===== config.mk =====
export PLATFORM = sky130hd
export DESIGN_NAME = fetch_sequencer
export DESIGN_NICKNAME = d
export VERILOG_FILES = /design/src/rtl/fseq_pkg.sv /design/src/rtl/fseq_next.sv /design/src/rtl/fseq_decode.sv /design/src/rtl/fetch_sequencer.sv
export SDC_FILE = /design/constraint.sdc
export NUM_CORES = 1
export LEC_CHECK = 0
export BUFFER_PORTS_ARGS = -buffer_cell sky130_fd_sc_hd__clkbuf_2
export CORE_AREA = 2 2 48 50
export CTS_BUF_LIST = sky130_fd_sc_hd__clkbuf_8
export DETAILED_ROUTE_END_ITERATION = 12
export DIE_AREA = 0 0 50 52
export GPL_TIMING_DRIVEN = 0
export SLEW_MARGIN = 10
export SYNTH_ARGS = -nofsm -noshare
export SYNTH_HDL_FRONTEND = slang
export SYNTH_SLANG_ARGS = --single-unit

===== constraint.sdc =====
create_clock -name clk -period 0.9 [get_ports clk]
set_input_delay 0.135 -clock clk [delete_from_list [all_inputs] [get_ports clk]]
set_output_delay 0.135 -clock clk [all_outputs]
set_load 0.01 [all_outputs]

===== src/rtl/fseq_pkg.sv =====
package fseq_pkg;

    localparam int PHASE_W = 3;
    localparam int SEL_W   = 2;
    localparam int STEP_W  = 4;

    typedef enum logic [STEP_W-1:0] {
        ST_START = 4'd0,
        ST_F1    = 4'd1,
        ST_F2    = 4'd2,
        ST_F3    = 4'd3,
        ST_F4    = 4'd4,
        ST_F5    = 4'd5,
        ST_DEC   = 4'd6,
        ST_AEV   = 4'd7,
        ST_OPF   = 4'd8,
        ST_EXE   = 4'd9,
        ST_STO   = 4'd10
    } step_e;

    typedef enum logic [PHASE_W-1:0] {
        PH_FETCH   = 3'd0,
        PH_DECODE  = 3'd1,
        PH_ADDR    = 3'd2,
        PH_OPERAND = 3'd3,
        PH_EXEC    = 3'd4,
        PH_STORE   = 3'd5
    } phase_e;

    localparam logic [SEL_W-1:0] PC_SRC_INC = 2'b00;

    typedef struct packed {
        logic             pc_gate;
        logic             mdr_gate;
        logic             mar_ld;
        logic             mdr_ld;
        logic             ir_ld;
        logic             pc_ld;
        logic [SEL_W-1:0] pc_sel;
        logic             mem_rw;
        logic             mem_en;
    } strobe_t;

    function automatic phase_e phase_of(step_e s);
        case (s)
            ST_DEC:  return PH_DECODE;
            ST_AEV:  return PH_ADDR;
            ST_OPF:  return PH_OPERAND;
            ST_EXE:  return PH_EXEC;
            ST_STO:  return PH_STORE;
            default: return PH_FETCH;
        endcase
    endfunction

endpackage


===== src/rtl/fseq_next.sv =====
module fseq_next
    import fseq_pkg::*;
(
    input  step_e cur,
    input  logic  mem_rdy,
    output step_e nxt
);
    always_comb begin
        case (cur)
            ST_START: nxt = ST_F1;
            ST_F1:    nxt = ST_F2;
            ST_F2:    nxt = mem_rdy ? ST_F3 : ST_F2;
            ST_F3:    nxt = ST_F4;
            ST_F4:    nxt = ST_F5;
            ST_F5:    nxt = ST_DEC;
            ST_DEC:   nxt = ST_AEV;
            ST_AEV:   nxt = ST_OPF;
            ST_OPF:   nxt = ST_EXE;
            ST_EXE:   nxt = ST_STO;
            ST_STO:   nxt = ST_F1;
            default:  nxt = ST_F1;
        endcase
    end
endmodule


===== src/rtl/fseq_decode.sv =====
module fseq_decode
    import fseq_pkg::*;
(
    input  step_e   step,
    output strobe_t strb,
    output phase_e  phase
);
    always_comb begin
        strb        = '0;
        strb.pc_sel = PC_SRC_INC;
        case (step)
            ST_F1: begin
                strb.pc_gate = 1'b1;
                strb.mar_ld  = 1'b1;
            end
            ST_F2: begin
                strb.mem_rw = 1'b1;
                strb.mem_en = 1'b1;
            end
            ST_F3: begin
                strb.mem_rw = 1'b1;
                strb.mdr_ld = 1'b1;
            end
            ST_F4: begin
                strb.mdr_gate = 1'b1;
                strb.ir_ld    = 1'b1;
                strb.pc_ld    = 1'b1;
                strb.pc_sel   = PC_SRC_INC;
            end
            default: ;
        endcase
        phase = phase_of(step);
    end
endmodule


===== src/rtl/fetch_sequencer.sv =====
module fetch_sequencer
    import fseq_pkg::*;
(
    input  logic               clk,
    input  logic               rst,
    input  logic               mem_rdy,
    output logic               pc_gate_o,
    output logic               mdr_gate_o,
    output logic               mar_ld_o,
    output logic               mdr_ld_o,
    output logic               ir_ld_o,
    output logic               pc_ld_o,
    output logic [SEL_W-1:0]   pc_sel_o,
    output logic               mem_rw_o,
    output logic               mem_en_o,
    output logic [PHASE_W-1:0] phase_o
);
    localparam logic [PHASE_W-1:0] LAST_PHASE = PHASE_W'(PH_STORE);

    step_e   cur_q, nxt;
    strobe_t strb_d, strb_q;
    phase_e  phase_d, phase_q;

    fseq_next u_next (
        .cur     (cur_q),
        .mem_rdy (mem_rdy),
        .nxt     (nxt)
    );

    fseq_decode u_dec (
        .step  (nxt),
        .strb  (strb_d),
        .phase (phase_d)
    );

    always_ff @(posedge clk) begin
        if (rst) begin
            cur_q   <= ST_START;
            strb_q  <= '0;
            phase_q <= PH_FETCH;
        end else begin
            cur_q   <= nxt;
            strb_q  <= strb_d;
            phase_q <= phase_d;
        end
    end

    assign pc_gate_o  = strb_q.pc_gate;
    assign mdr_gate_o = strb_q.mdr_gate;
    assign mar_ld_o   = strb_q.mar_ld;
    assign mdr_ld_o   = strb_q.mdr_ld;
    assign ir_ld_o    = strb_q.ir_ld;
    assign pc_ld_o    = strb_q.pc_ld;
    assign pc_sel_o   = strb_q.pc_sel;
    assign mem_rw_o   = strb_q.mem_rw;
    assign mem_en_o   = strb_q.mem_en;
    assign phase_o    = phase_q;

    // the shared bus never sees two drivers
    assert_single_driver_R8: assert property (@(posedge clk) disable iff (rst)
        !(pc_gate_o && mdr_gate_o));

    // an address load is followed by the memory access
    assert_mar_then_read_R3: assert property (@(posedge clk) disable iff (rst)
        mar_ld_o |=> (mem_en_o && mem_rw_o));

    // the read step is held while memory is not ready
    assert_hold_read_R3: assert property (@(posedge clk) disable iff (rst)
        (mem_en_o && !mem_rdy) |=> mem_en_o);

    // data capture only after ready was seen during the read
    assert_capture_after_ready_R4: assert property (@(posedge clk) disable iff (rst)
        $rose(mdr_ld_o) |-> $past(mem_en_o && mem_rdy));

    // capture is followed by the instruction load
    assert_capture_then_ir_R5: assert property (@(posedge clk) disable iff (rst)
        mdr_ld_o |=> (ir_ld_o && pc_ld_o));

    // the instruction load is followed by a fully idle fetch step
    assert_idle_after_ir_R6: assert property (@(posedge clk) disable iff (rst)
        ir_ld_o |=> (!pc_gate_o && !mdr_gate_o && !mar_ld_o && !mdr_ld_o &&
                     !ir_ld_o && !pc_ld_o && !mem_en_o && phase_o == '0));

    // the phase code only advances by one and wraps after store
    assert_phase_order_R7: assert property (@(posedge clk) disable iff (rst)
        (phase_o != $past(phase_o)) |->
        (phase_o == (($past(phase_o) == LAST_PHASE) ? '0 : $past(phase_o) + 1'b1)));

endmodule


==> flow_metrics.tcl <==
set metrics [dict create \
    power.density_nw_per_um2 1680 \
    min-delay-start "rst" \
    clk_transition_reported_paths_ns 0.05 \
    insertion_delay_ns 0.24 \
    grt_max_degree 11 \
    ir_drop_mv 0.591 \
    die_w_um 50 \
    power.internal_uw 984 \
    cts.sinks 12 \
    syn_inst 53 \
    grt_setup_unrepaired "yes" \
    p_sw_uw 327 \
    skew_ns 0.00558 \
    wl_um 1170 \
    nets 79 \
    synth.distinct_cells 24 \
    layout-area-overhead-vs-synth_pct 55.5 \
    cts_buffers 3 \
    first_iter_violations 3 \
    dieArea_um2 2600 \
    dpl.hpwl_um 633 \
    dr.pass1.iters 2 \
    place.port_buffers 12 \
    track_usage 0.0945 \
    p_leak_nw 0.333 \
    status "complete, but fails checks" \
    worstSetupPathType "reg -> reg" \
    wl_per_cell_um 11.5 \
    synth_top_family_by_area "simple AND/OR/NAND/NOR gates" \
    grt_pass1_wl_um 1700 \
    cp-end-kind "flop" \
    ant_nets 0 \
    ys_warn_count 0 \
    clockBufferDepth 2 \
    synth-simple-area-share 0.260 \
    p_seq_frac 0.450 \
    rr_worst_depth 3 \
    grt_pass1_vias 384 \
    synthFlopType "dfxtp_1" \
    synth_top_area_share 0.480 \
    r2r_slack_ns -0.03 \
    cp_max_fo 4 \
    hp-class "in -> reg" \
    syn_area_um2 500 \
    swShare 0.249 \
    setup_violations 9 \
    vias 446 \
    antenna_cells 0 \
    synth_mux_area_frac 0 \
    place.gp.congestion 0.683 \
    yosys.area_share.adder 0 \
    n_fill_cell 218 \
    clockPowerShare 0.372 \
    viasPerCell 4.37 \
    postLayoutSetupSlackWorst_ns -0.0320 \
    worstHoldEndpoint "cur_q[1]$_SDFF_PP0_" \
    r2r_start "cur_q[2]$_SDFF_PP0_" \
    cts_tree "built" \
    ys_ff_latch 12 \
    hold_depth 2 \
    start_util 0.238 \
    cap_violations 0 \
    core-area_um2 2110 \
    fmax_mhz 1070 \
    yosys-top-cells-area "dfxtp_1 48%, buf_4 7.5%, a21oi_1 4.0%" \
    layoutNonFillerInstCount 102 \
    period_needed_ns 0.932 \
    post_dp_cell_area_um2 599 \
    ioPinCount 16 \
    antenna_found_initial 0 \
    reg2reg_to "cur_q[0]$_SDFF_PP0_" \
    drive_gt1_frac 0.662 \
    fin_crit_sh 1.04 \
    synth_compound_area_frac 0.108 \
    stdcell_area_um2 778 \
    violations "setup timing" \
    finalHoldViolations 0 \
    crit_required_ns 1.02 \
    dp_slack_ns -0.0983 \
    die_h_um 52 \
    dp_cells 94 \
    final_util 0.370 \
    synth-seq-area-share 0.480 \
    synthXorXnorAreaFrac 0.0175 \
    combPwrFrac 0.178 \
    cts_root_buf "clkbuf_8" \
    synthArstFlopShare 0 \
    synth_top_area_cell "dfxtp_1" \
    cp-start-kind "flop" \
    row_count 17 \
    drc 0 \
    power_mw 1.31 \
    synth-edff-count 0 \
    grt_overflow_total 0 \
    final_max_slew_viol_count 0 \
    synth_area_per_cell_um2 9.44 \
    crit_arrival_ns 1.05 \
    htree_levels 1 \
]
==> final cells by class <==
class	instances	area (um^2)	share of cell area
clock buffer	3	41.3	0.0531
tap	28	35.0	0.0450
timing repair buffer	19	133	0.170
multi-input combinational	33	251	0.323
sequential	12	253	0.325
buffer	7	65.1	0.0836
==> cells in the final DEF, fill, tap and decap left out, drive strengths merged <==
| cell type | instances |
|---|---|
| buf | 16 |
| clkbuf | 13 |
| dfxtp | 12 |
| a21oi | 5 |
| nand2 | 5 |
| nor2 | 4 |
| nor3 | 3 |
| o21ai | 2 |
| conb | 2 |
| nor2b | 2 |
| nand2b | 2 |
| xor2 | 1 |
| nand3 | 1 |
| a21o | 1 |
| or3 | 1 |
| nor4b | 1 |
| a211oi | 1 |
| nor3b | 1 |
| nand4bb | 1 |
==> state kept, by name (all words and copies together) (netlist names) <==
name      flops
mar_ld_o      1
cur_q         4
phase_o       3
mem_en_o      1
mdr_ld_o      1
pc_ld_o       1
mem_rw_o      1
==> worst max path at each step <==
| stage | start | slack [ns] | endpoint |
|---|---|---|---|
| 2_1_floorplan | cur_q[2]$_SDFF_PP0_ | -0.04 | mem_rw_o$_SDFF_PP0_ |
| 3_3_place_gp | cur_q[0]$_SDFF_PP0_ | -0.08 | mem_en_o$_SDFF_PP0_ |
| 3_5_place_dp | cur_q[0]$_SDFF_PP0_ | -0.1 | mem_en_o$_SDFF_PP0_ |
| 4_1_cts | cur_q[2]$_SDFF_PP0_ | -0.03 | mem_rw_o$_SDFF_PP0_ |
| 5_1_grt | cur_q[2]$_SDFF_PP0_ | -0.08 | phase_o[0]$_SDFF_PP0_ |
| 6_report | cur_q[2]$_SDFF_PP0_ | -0.03 | cur_q[0]$_SDFF_PP0_ |
==> worst max-delay path, cell delays in order (launching register included) <==
cell	delay (ns)
dfxtp_4	0.36
buf_12	0.13
nor4b_4	0.24
a211oi_1	0.08
==> cell families (layout without fill, tap and decap cells) <==
| logic type | count (synthesis) | in the layout |
|---|---|---|
| simple gates | 21 | 21 |
| flops | 12 | 12 |
| compound gates | 9 | 9 |
| buf+inv | 9 | 29 |
| other cells | 1 | 2 |
| xor+xnor | 1 | 1 |
==> metal layers <==
metal | vias up | routed length (um) | global-route usage | part of all wire
met1 | 213 | 489 | 0.106 | 0.42
met4 | 0 | 42 | 0.0972 | 0.036
met3 | 5 | 62 | 0.0287 | 0.053
met2 | 16 | 574 | 0.138 | 0.49
met5 | - | 0 | 0 | 0
li1 | 212 | - | - | -
==> stage by stage <==
stage | hold WS (ns) | setup TNS, ns
2_1_floorplan | 0.293 | -0.120
6_report | 0.187 | -0.176
3_3_place_gp | 0.421 | -0.398
5_1_grt | 0.191 | -0.560
4_1_cts | 0.183 | -0.157
3_5_place_dp | 0.434 | -0.631
==> cells in the mapped netlist (2+ instances only) <==
cell type	number
o21ai_0	2
dfxtp_1	12
a21oi_1	4
buf_4	5
nand2_1	4
nor2_1	4
nor3_1	3
buf_2	3
==> power by group through the flow <==
| stage | sequential [mW] | combinational (mW) | clock, mW |
|---|---|---|---|
| 2_1_floorplan | 0.598 | 0.123 | 0 |
| 3_3_place_gp | 0.590 | 0.170 | 0 |
| 3_5_place_dp | 0.592 | 0.176 | 0 |
| 4_1_cts | 0.587 | 0.208 | 0.496 |
| 5_1_grt | 0.593 | 0.252 | 0.532 |
| 6_report | 0.589 | 0.234 | 0.488 |
==> what timing repair did <==
| action | in CTS | in global routing |
|---|---|---|
| setup endpoints to repair | 13 | 12 |
| hold buffers | 0 | 0 |
| pin swaps | 3 | 7 |
| gates cloned | 1 | 1 |
| gates resized for setup | 20 | 12 |
| buffers inserted | 3 | 2 |
Note: power is estimated with default switching activity, not from simulation.
